==> src/rtl/i2c_rx_pkg.sv <==
package i2c_rx_pkg;
  typedef enum logic [2:0] {
    ST_IDLE,
    ST_ADDR,
    ST_ADDR_END,
    ST_ACK,
    ST_DATA,
    ST_DATA_END,
    ST_IGNORE
  } rx_state_e;
endpackage

==> src/rtl/i2c_rx_sync.sv <==
module i2c_rx_sync #(
  parameter int W      = 2,
  parameter int STAGES = 2
) (
  input  logic         clk_i,
  input  logic         rst_ni,
  input  logic [W-1:0] in_i,
  output logic [W-1:0] out_o
);
  for (genvar g = 0; g < W; g++) begin : g_bit
    logic [STAGES-1:0] chain_q;
    always_ff @(posedge clk_i or negedge rst_ni) begin
      if (!rst_ni) chain_q <= '1;  // idle bus is high
      else         chain_q <= {chain_q[STAGES-2:0], in_i[g]};
    end
    assign out_o[g] = chain_q[STAGES-1];
  end
endmodule

==> src/rtl/i2c_rx_cond.sv <==
module i2c_rx_cond (
  input  logic clk_i,
  input  logic rst_ni,
  input  logic scl_i,
  input  logic sda_i,
  output logic scl_rise_o,
  output logic scl_fall_o,
  output logic start_o,
  output logic stop_o
);
  logic scl_q, sda_q;

  always_ff @(posedge clk_i or negedge rst_ni) begin
    if (!rst_ni) begin
      scl_q <= 1'b1;
      sda_q <= 1'b1;
    end else begin
      scl_q <= scl_i;
      sda_q <= sda_i;
    end
  end

  assign scl_rise_o = scl_i & ~scl_q;
  assign scl_fall_o = ~scl_i & scl_q;
  assign start_o    = scl_i & scl_q & sda_q & ~sda_i;
  assign stop_o     = scl_i & scl_q & ~sda_q & sda_i;
endmodule

==> src/rtl/i2c_rx_buf.sv <==
module i2c_rx_buf #(
  parameter int DW = 8
) (
  input  logic          clk_i,
  input  logic          rst_ni,
  input  logic          load_i,
  input  logic [DW-1:0] data_i,
  input  logic          rd_i,
  output logic [DW-1:0] data_o,
  output logic          full_o
);
  always_ff @(posedge clk_i or negedge rst_ni) begin
    if (!rst_ni) begin
      data_o <= '0;
      full_o <= 1'b0;
    end else if (load_i) begin
      data_o <= data_i;
      full_o <= 1'b1;
    end else if (rd_i) begin
      full_o <= 1'b0;
    end
  end
endmodule

==> src/rtl/i2c_rx_target.sv <==
module i2c_rx_target #(
  parameter int AW          = 7,
  parameter int DW          = 8,
  parameter int SYNC_STAGES = 2
) (
  input  logic          clk_i,
  input  logic          rst_ni,
  input  logic [AW-1:0] own_addr_i,
  input  logic          scl_i,
  input  logic          sda_i,
  output logic          scl_oe_o,
  output logic          sda_oe_o,
  output logic [DW-1:0] rx_data_o,
  output logic          rx_full_o,
  input  logic          rd_i,
  output logic          stop_o
);
  import i2c_rx_pkg::*;

  localparam int SW       = (DW > AW + 1) ? DW : AW + 1;
  localparam int CW       = $clog2(SW + 1);
  localparam int STALL_AT = DW - 1;

  logic scl_s, sda_s;
  logic scl_rise, scl_fall, start_det, stop_det;
  rx_state_e state_q;
  logic [CW-1:0] cnt_q;
  logic [SW-1:0] sh_q;
  logic sda_oe_q, stall_q, stop_q;
  logic load;
  logic [DW-1:0] load_data;
  logic addr_match, addressed;

  i2c_rx_sync #(.W(2), .STAGES(SYNC_STAGES)) u_sync (
    .clk_i  (clk_i),
    .rst_ni (rst_ni),
    .in_i   ({scl_i, sda_i}),
    .out_o  ({scl_s, sda_s})
  );

  i2c_rx_cond u_cond (
    .clk_i      (clk_i),
    .rst_ni     (rst_ni),
    .scl_i      (scl_s),
    .sda_i      (sda_s),
    .scl_rise_o (scl_rise),
    .scl_fall_o (scl_fall),
    .start_o    (start_det),
    .stop_o     (stop_det)
  );

  assign addr_match = (sh_q[AW:1] == own_addr_i) && !sh_q[0];
  assign addressed  = (state_q == ST_ACK) || (state_q == ST_DATA) ||
                      (state_q == ST_DATA_END);
  assign load       = !start_det && !stop_det && (state_q == ST_DATA) &&
                      scl_rise && (cnt_q == CW'(DW - 1));
  assign load_data  = {sh_q[DW-2:0], sda_s};

  always_ff @(posedge clk_i or negedge rst_ni) begin
    if (!rst_ni) begin
      state_q  <= ST_IDLE;
      cnt_q    <= '0;
      sh_q     <= '0;
      sda_oe_q <= 1'b0;
      stall_q  <= 1'b0;
      stop_q   <= 1'b0;
    end else begin
      stop_q <= 1'b0;
      if (start_det) begin
        state_q  <= ST_ADDR;
        cnt_q    <= '0;
        sda_oe_q <= 1'b0;
        stall_q  <= 1'b0;
      end else if (stop_det) begin
        stop_q   <= addressed;
        state_q  <= ST_IDLE;
        sda_oe_q <= 1'b0;
        stall_q  <= 1'b0;
      end else begin
        if (stall_q && !rx_full_o) stall_q <= 1'b0;
        unique case (state_q)
          ST_ADDR: if (scl_rise) begin
            sh_q  <= {sh_q[SW-2:0], sda_s};
            cnt_q <= cnt_q + 1'b1;
            if (cnt_q == CW'(AW)) state_q <= ST_ADDR_END;
          end
          ST_ADDR_END: if (scl_fall) begin
            if (addr_match) begin
              sda_oe_q <= 1'b1;
              state_q  <= ST_ACK;
            end else begin
              state_q  <= ST_IGNORE;
            end
          end
          ST_ACK: if (scl_fall) begin
            sda_oe_q <= 1'b0;
            cnt_q    <= '0;
            state_q  <= ST_DATA;
          end
          ST_DATA: begin
            if (scl_rise) begin
              sh_q  <= {sh_q[SW-2:0], sda_s};
              cnt_q <= cnt_q + 1'b1;
              if (cnt_q == CW'(DW - 1)) state_q <= ST_DATA_END;
            end
            // buffer still occupied after bit 7: hold the clock low
            if (scl_fall && cnt_q == CW'(STALL_AT) && rx_full_o) stall_q <= 1'b1;
          end
          ST_DATA_END: if (scl_fall) begin
            sda_oe_q <= 1'b1;
            state_q  <= ST_ACK;
          end
          default: ;
        endcase
      end
    end
  end

  i2c_rx_buf #(.DW(DW)) u_buf (
    .clk_i  (clk_i),
    .rst_ni (rst_ni),
    .load_i (load),
    .data_i (load_data),
    .rd_i   (rd_i),
    .data_o (rx_data_o),
    .full_o (rx_full_o)
  );

  assign scl_oe_o = stall_q;
  assign sda_oe_o = sda_oe_q;
  assign stop_o   = stop_q;
endmodule

==> config.mk <==
export PLATFORM = sky130hd
export DESIGN_NAME = i2c_rx_target
export DESIGN_NICKNAME = d
export VERILOG_FILES = /design/src/rtl/i2c_rx_pkg.sv /design/src/rtl/i2c_rx_sync.sv /design/src/rtl/i2c_rx_cond.sv /design/src/rtl/i2c_rx_buf.sv /design/src/rtl/i2c_rx_target.sv
export SDC_FILE = /design/constraint.sdc
export NUM_CORES = 1
export LEC_CHECK = 0
export ABC_AREA = 1
export CORE_AREA = 4 4 62 70
export DETAILED_ROUTE_END_ITERATION = 16
export DIE_AREA = 0 0 66 74
export GPL_ROUTABILITY_DRIVEN = 0
export PLACE_DENSITY = 0.7
export SYNTH_ARGS = -nofsm -noshare
export SYNTH_HDL_FRONTEND = slang
export SYNTH_SLANG_ARGS = --single-unit
==> constraint.sdc <==
create_clock -name clk_i -period 3.54 [get_ports clk_i]
set_clock_uncertainty 0.2 [all_clocks]
set_input_delay 0.708 -clock clk_i [delete_from_list [all_inputs] [get_ports clk_i]]
set_output_delay 0.708 -clock clk_i [all_outputs]
set_load 0.01 [all_outputs]
==> results.yml, run 1 <==
die:
  core_um2: 3600
  initial_core_util: 0.453
  die_h_um: 74
  die_x_um: 66
  die-area_um2: 4880
  rows: 23
  ios: 24
finish:
  seq_area_um2: 833
  fin_nets: 239
  multi_input_area_um2: 624
  num_antenna_cells: 0
  final_cell_mix: "nand2_1, inv_1, dfrtp_1"
  areaGrowthSynthToFinish_pct: 21.9
  fin_area_um2: 1990
  drive_gt1_frac: 0.172
  final_common_cell: "nand2_1"
  final_cells: 277
  fillers: 340
detailed_routing:
  ant_nets: 0
  drt_iter0_drc: 51
  routedWlPerCell_um: 10.6
  dr.pass1.iters: 4
  vias: 1277
  route.detailed.drc: 0
  via_per_inst: 4.61
  drt_wl_total_um: 2940
status:
  status: "complete, no violations"
pwr:
  power.leakage_uw: 0.000987
  ir_worst_vdd_uv: 307
  p_per_area_nw_per_um2: 597
  power.total_uw: 1190
job:
  max-cap-violations: 0
yosys:
  synth_xor_area_frac: 0.0107
  synth_top_family_by_area: "simple AND/OR/NAND/NOR gates"
  synth_fa_ha_area_frac: 0.00767
  ys_seq_elements: 33
  syn_area_per_cell_um2: 8.23
  synthTopCellsByArea: "dfrtp_1, nand2_1, dfstp_2"
  synth.mux.area_fraction: 0
  synthSimpleGateAreaFrac: 0.255
  synth_cells: 198
  ys_warn_count: 0
  syn_area_um2: 1630
  yosysUniqueCellTypes: 25
  yosysSeqAreaShare: 0.511
  synth_compound_area_frac: 0.110
  yosysTopAreaCellShare: 0.414
  synth_top_area_cell: "dfrtp_1"
  syn-num-nets: 211
worst_setup_path:
  cp.required_ps: 2630
  cp-end-kind: "output port"
  crit_slowest_cell: "clkdlybuf4s50_1"
  cp.buffers_inverters: 1
  start_kind: "register"
  crit_chain: "clkdlybuf4s50_1"
  max_stage_delay_ps: 540
  cp_data_arrival_time_ps: 1170
  crit_family: "buffers and inverters"
  critPathMaxFanout: 2
  path_class: "register to output port"
global_route:
  grt_usage: 0.145
  top_usage_layer: "met2"
  grt.met1_usage: 0.186
  grtUsageMet3: 0.0423
  overflow: 0
  met2_usage: 0.218
  antenna_found_initial: 0
  grt_pass1_wl_um: 5320
  grt_pass1_vias: 1213
  grt_max_degree: 34
sta:
  worst_slew_pin_slew_ps: 413
  finalSetupViolCount: 0
  rsz0062_at_grt: "no"
  period_share: 0.588
  slew_violations: 0
  setup_tns_ps: 0
  fmax_mhz: 480
  hold_ws_ps: 157
  slew-limit-headroom: 0.725
  period_minus_slack_ps: 2080
  finalHoldViolations: 0
clocking:
  cts_root_buf: "clkbuf_8"
  post-cts-setup-buffers: 0
  numCtsBuffers: 5
  clkLatencyLatePin_ps: 280
  cts.sinks: 33
  cts-resized-gates: 0
  h-tree-depth: 2
  cts_tree: "done"
  max-clock-path-buffers: 2
  path_clk_slew_ps: 60
  cts_hold_buf: 0
place:
  dp_hpwl_um: 2190
  port_buffers: 23
  placed_area_um2: 1900
  placed_cells: 269
min_path:
  min_path_type: "register to register"
-- metal layers --
metal  vias to the layer above  wire (um)
li1                        662          -
met1                       580       1380
met2                        27       1330
met3                         8        153
met4                         0         74
met5                         -          0
-- flip-flops by register name, summed over array words and instances, names as in the netlist --
| name | cells |
|---|---|
| sh_q | 8 |
| u_buf.data_o | 8 |
| cnt_q | 4 |
| u_sync.g_bit.chain_q | 4 |
| state_q | 3 |
| scl_oe_o | 1 |
| sda_oe_o | 1 |
| stop_o | 1 |
| u_buf.full_o | 1 |
| u_cond.scl_q | 1 |
| u_cond.sda_q | 1 |
-- kinds of logic (layout without fill, tap and decap cells) --
group / count (synthesis) / in the layout
buf+inv: 42 / 71
xor+xnor: 2 / 2
compound gates: 29 / 29
fa+ha+maj: 1 / 1
simple gates: 91 / 91
flops: 33 / 33
-- cells in the mapped netlist, drive strengths merged --
library cell and count:
a21oi 6, buf 2, clkbuf 1, dfrtp 27, dfstp 6, ha 1, inv 39, nand2 59
nand3 13, nand3b 1, nand4 2, nor2 14, nor3 1, o21ai 23, or2 1, xnor2 1
xor2 1
-- final cells by class --
type                       instances  area share
inverter                          39      0.0736
tap                               50      0.0315
multi-input combinational        123       0.314
sequential                        33       0.419
clock inverter                     1     0.00378
timing repair buffer              24       0.120
clock buffer                       7      0.0384
-- worst paths after layout --
kind	start	end	slack [ps]	cells past startpoint
max in group asynchronous	rst_ni	u_cond.scl_q	2190	2
setup / recovery	scl_oe_o	scl_oe_o	1460	1
min in group asynchronous	rst_ni	state_q[0]	620	2
hold / removal	u_sync.g_bit[1].chain_q[0]	u_sync.g_bit[1].chain_q[1]	160	0
setup reg to reg	state_q[2]	cnt_q[0]	1770	9
hold reg to reg	u_sync.g_bit[1].chain_q[0]	u_sync.g_bit[1].chain_q[1]	160	0
-- report_power, final --
part | internal, uW | total, uW | switching, uW
Sequential | 453 | 519 | 65.6
Clock | 139 | 269 | 130
Combinational | 147 | 400 | 253
-- metrics by stage --
step	setup WS, ps	utilization
floorplan	1970	-
global placement	1370	0.529
detailed placement	1320	0.529
CTS	1440	0.553
global route	1400	0.553
finish	1460	0.553
No activity file was read; power rests on OpenSTA's default activity.
==> inputs of run 2 (changes only) <==
--- a/config.mk
+++ b/config.mk
@@ -10,7 +10,7 @@
 export DETAILED_ROUTE_END_ITERATION = 16
 export DIE_AREA = 0 0 66 74
 export GPL_ROUTABILITY_DRIVEN = 0
-export PLACE_DENSITY = 0.7
+export PLACE_DENSITY = 0.72
 export SYNTH_ARGS = -nofsm -noshare
 export SYNTH_HDL_FRONTEND = slang
 export SYNTH_SLANG_ARGS = --single-unit
==> constraint.sdc (replaced) <==
create_clock -name clk_i -period 1.8 [get_ports clk_i]
set_clock_uncertainty 0.2 [all_clocks]
set_input_delay 0.36 -clock clk_i [delete_from_list [all_inputs] [get_ports clk_i]]
set_output_delay 0.36 -clock clk_i [all_outputs]
set_load 0.01 [all_outputs]
==> results.yml, run 2 (synthesis results as in run 1) <==
status:
  status: "complete, no violations"
global_route:
  overflow: 0
  grt_pass1_wl_um: 5260
  grt_pass1_vias: 1129
  antenna_found_initial: 0
  grt_usage: 0.143
  grt_max_degree: 34
pwr:
  power_frac_clock: 0.277
  pwr-share-comb: 0.323
  ir_worst_vdd_uv: 498
  p_int_uw: 1660
  p_per_area_nw_per_um2: 1240
  seqPwrFrac: 0.400
  p_sw_uw: 902
  power.leakage_uw: 0.00104
  p_sw_frac: 0.352
worst_setup_path:
  max_stage_delay_ps: 550
  startpoint: "u_buf.data_o[1]"
  crit_chain: "clkdlybuf4s50_1"
  path_class: "register to output port"
  cp_num_cells: 1
  cp-end-kind: "output port"
  crit_slowest_cell: "clkdlybuf4s50_1"
  cp.buffers_inverters: 1
  start_kind: "register"
  crit_family: "buffers and inverters"
  critPathMaxFanout: 2
  r2r_cells: 7
  crit_end: "rx_data_o[1]"
  rrSetupSlack_ps: 70
  cp_data_arrival_time_ps: 1180
  cp.required_ps: 1240
  reg2reg_from: "u_sync.g_bit[0].chain_q[1]"
  r2r-end: "u_buf.data_o[7]"
clocking:
  max-clock-path-buffers: 2
  cts.sinks: 33
  cts_root_buf: "clkbuf_8"
  clkLatencyLatePin_ps: 280
  path_clk_slew_ps: 70
  numCtsBuffers: 5
  cts_tree: "done"
  h-tree-depth: 2
sta:
  finalSetupViolCount: 0
  period_minus_slack_ps: 1740
  slew-limit-headroom: 0.823
  worst_slew_pin_slew_ps: 266
  hold_ws_ps: 157
  slew_violations: 0
  finalHoldViolations: 0
  rsz0062_at_grt: "yes"
  fmax_mhz: 574
  period_share: 0.967
  setup_ws_ps: 59.2
die:
  die_h_um: 74
  core_um2: 3600
  die-area_um2: 4880
  initial_core_util: 0.453
  ios: 24
  die_x_um: 66
  rows: 23
finish:
  post-route-util: 0.575
  final_cells: 279
  fillers: 316
  final_cell_mix: "nand2_1, inv_1, dfrtp_1"
  largestRegisters: "sh_q x8, u_buf.data_o x8"
  fin_area_um2: 2070
  drive_gt1_frac: 0.197
  final_common_cell: "nand2_1"
  num_antenna_cells: 0
  areaGrowthSynthToFinish_pct: 26.9
  fin_nets: 241
job:
  max-cap-violations: 0
min_path:
  min_path_type: "register to register"
detailed_routing:
  vias: 1275
  dr.pass1.iters: 4
  route.detailed.drc: 0
  ant_nets: 0
  drt_iter0_drc: 40
  routedWlPerCell_um: 10.8
  via_per_inst: 4.57
  drt_wl_total_um: 3030
place:
  pre_cts_slack_ps: -54.2
  placed_cells: 270
  dp_hpwl_um: 2270
  port_buffers: 23
  placed_area_um2: 1920
==> run 2: metal layers <==
metal	wire [um]	GRT usage	up-vias
li1	-	-	671
met1	1420	0.199	566
met2	1390	0.210	32
met3	159	0.0408	6
met4	53	0.0609	0
met5	0	0	-
==> run 2: final cells by class <==
cell class                      count  area (um2)  area share
Clock inverter                      1        30.0      0.0145
Clock buffer                        7        86.3      0.0417
Multi-Input combinational cell    123         642       0.310
Tap cell                           50        62.6      0.0302
Inverter                           39         146      0.0708
Timing Repair Buffer               26         268       0.129
Sequential cell                    33         833       0.403
==> run 2: worst min-delay path by stage <==
stage	start	end	slack [ps]	cells after the start
final	u_sync.g_bit[0].chain_q[0]	u_sync.g_bit[0].chain_q[1]	160	0
after global placement	u_sync.g_bit[1].chain_q[0]	u_sync.g_bit[1].chain_q[1]	150	0
after floorplan	rst_ni	cnt_q[0]	-140	0
after global routing	u_sync.g_bit[0].chain_q[0]	u_sync.g_bit[0].chain_q[1]	160	0
after CTS	u_sync.g_bit[0].chain_q[0]	u_sync.g_bit[0].chain_q[1]	160	0
after detailed placement	u_sync.g_bit[0].chain_q[0]	u_sync.g_bit[0].chain_q[1]	150	0
==> run 2: what timing repair did <==
| action | 4_1_cts | 5_1_grt |
|---|---|---|
| endpoints found under the setup margin | 0 | 13 |
| hold buffers | 0 | 0 |
| gates resized for setup | 0 | 5 |
| buffers inserted | 0 | 1 |
==> run 2: power by group through the flow <==
stage / sequential [uW] / clock (uW) / combinational, uW
2_1_floorplan: 1010 / 0 / 607
3_3_place_gp: 1020 / 0 / 784
3_5_place_dp: 1020 / 0 / 799
4_1_cts: 1010 / 731 / 804
5_1_grt: 1050 / 753 / 974
6_report: 1020 / 710 / 829
==> run 2: per-stage QoR <==
step	setup TNS (ps)	total power [uW]
6_report	0	2560
2_1_floorplan	0	1620
3_3_place_gp	-40.2	1810
3_5_place_dp	-99.1	1820
4_1_cts	0	2550
5_1_grt	-164	2780
==> inputs of run 3 (changes only) <==
--- a/config.mk
+++ b/config.mk
@@ -7,10 +7,11 @@
 export LEC_CHECK = 0
 export ABC_AREA = 1
 export CORE_AREA = 4 4 62 70
+export CTS_BUF_LIST = sky130_fd_sc_hd__clkbuf_4
 export DETAILED_ROUTE_END_ITERATION = 16
 export DIE_AREA = 0 0 66 74
 export GPL_ROUTABILITY_DRIVEN = 0
-export PLACE_DENSITY = 0.72
+export PLACE_DENSITY_LB_ADDON = 0.05
 export SYNTH_ARGS = -nofsm -noshare
 export SYNTH_HDL_FRONTEND = slang
 export SYNTH_SLANG_ARGS = --single-unit
==> results.yml, run 3 (synthesis results as in run 1) <==
status:
  status: "complete, no violations"
pwr:
  p_int_uw: 1480
  pwr-share-comb: 0.332
  ir_worst_vdd_uv: 553
  p_sw_frac: 0.370
  power_frac_clock: 0.235
  p_per_area_nw_per_um2: 1180
  power.leakage_uw: 0.00107
  seqPwrFrac: 0.433
  p_sw_uw: 869
sta:
  slew-limit-headroom: 0.826
  period_share: 0.942
  hold_ws_ps: 143
  finalHoldViolations: 0
  worst_slew_pin_slew_ps: 261
  slew_violations: 0
  rsz0062_at_grt: "yes"
  period_minus_slack_ps: 1700
  fmax_mhz: 590
  finalSetupViolCount: 0
  setup_ws_ps: 104
die:
  ios: 24
  die_h_um: 74
  initial_core_util: 0.453
  rows: 23
  die_x_um: 66
  core_um2: 3600
  die-area_um2: 4880
place:
  port_buffers: 23
  dp_hpwl_um: 2410
  pre_cts_slack_ps: -30.4
clocking:
  post-cts-setup-buffers: 0
  h-tree-depth: 2
  cts.sinks: 33
  clkLatencyLatePin_ps: 340
  path_clk_slew_ps: 110
  cts_hold_buf: 0
  cts_root_buf: "clkbuf_4"
  max-clock-path-buffers: 2
  cts_tree: "done"
  numCtsBuffers: 5
finish:
  final_cell_mix: "nand2_1, inv_1, dfrtp_1"
  areaGrowthSynthToFinish_pct: 22.2
  largestRegisters: "sh_q x8, u_buf.data_o x8"
  fin_nets: 241
  drive_gt1_frac: 0.197
  num_antenna_cells: 0
  final_common_cell: "nand2_1"
detailed_routing:
  vias: 1285
  routedWlPerCell_um: 11.1
  via_per_inst: 4.61
  ant_nets: 0
  dr.pass1.iters: 4
  drt_wl_total_um: 3100
  drt_iter0_drc: 69
  route.detailed.drc: 0
global_route:
  grt_usage: 0.149
  grt_pass1_vias: 1308
  overflow: 0
  grt_pass1_wl_um: 5530
  grt_max_degree: 21
  antenna_found_initial: 0
worst_setup_path:
  cp_data_arrival_time_ps: 1720
  cp.required_ps: 1830
  cp-end-kind: "register"
  path_class: "register to register"
  rrSetupSlack_ps: 100
  start_kind: "register"
  critPathMaxFanout: 17
min_path:
  min_path_type: "primary input to async pin"
job:
  max-cap-violations: 0
==> run 3: cell count changes in the layout (fill, tap and decap cells not counted), sizes merged <==
cell / change
clkinv: +1
dlygate4sd2: +11
clkbuf: -1
clkdlybuf4s50: -11
==> run 3: worst max-delay path: stages (launching register included) <==
cell and delay, ps:
dfstp_2 550, nor2_1 50, nand2_2 100, inv_2 60
nor2_4 170, nand3_4 250, nand2_1 140, o21ai_2 60
==> run 3: per-stage QoR <==
| stage | cell area (um2) | TNS [ps] | std cells | total power (uW) | util |
|---|---|---|---|---|---|
| 3_3_place_gp | 1920 | -19.8 | 271 | 1810 | 0.534 |
| 5_1_grt | 1990 | -121 | 279 | 2570 | 0.554 |
| 4_1_cts | 1980 | 0 | 279 | 2390 | 0.552 |
| 6_report | 1990 | 0 | 279 | 2350 | 0.554 |
| 2_1_floorplan | 1630 | 0 | 198 | 1620 | - |
| 3_5_place_dp | 1920 | -47.9 | 271 | 1830 | 0.534 |
==> run 3: path summary, 6_finish.rpt <==
kind	to	startpoint	cells after the start
worst max-delay path	u_buf.data_o[7]	u_sync.g_bit[0].chain_q[1]	7
worst min-delay path	stop_o	rst_ni	2
worst max register to register	u_buf.data_o[7]	u_sync.g_bit[0].chain_q[1]	7
worst min register to register	u_sync.g_bit[1].chain_q[1]	u_sync.g_bit[1].chain_q[0]	0
max in group asynchronous	sh_q[3]	rst_ni	2
min in group clk_i	u_sync.g_bit[1].chain_q[1]	u_sync.g_bit[1].chain_q[0]	0
==> run 3: final cells by class <==
type | instances | area, um2
clock inverter | 2 | 33.8
multi-input combinational | 123 | 629
sequential | 33 | 833
fill | 358 | 1610
tap | 50 | 62.6
inverter | 39 | 146
clock buffer | 6 | 45.0
timing repair buffer | 26 | 241
==> run 3: metal layers <==
metal | track usage | part of all wire | up-vias
li1 | - | - | 667
met1 | 0.171 | 0.45 | 594
met2 | 0.255 | 0.49 | 18
met3 | 0.0574 | 0.039 | 6
met4 | 0.0542 | 0.019 | 0
met5 | 0 | 0 | -
==> run 3: power groups by stage <==
stage	registers, uW	clock network (uW)	logic, uW
floorplan	1010	0	607
global placement	1020	0	782
detailed placement	1030	0	796
CTS	1020	575	793
global route	1040	614	912
finish	1020	554	780
==> run 3: repair_timing <==
action	in CTS	in global routing
setup endpoints to repair	11	10
gates resized for setup	11	4
pin swaps	0	2
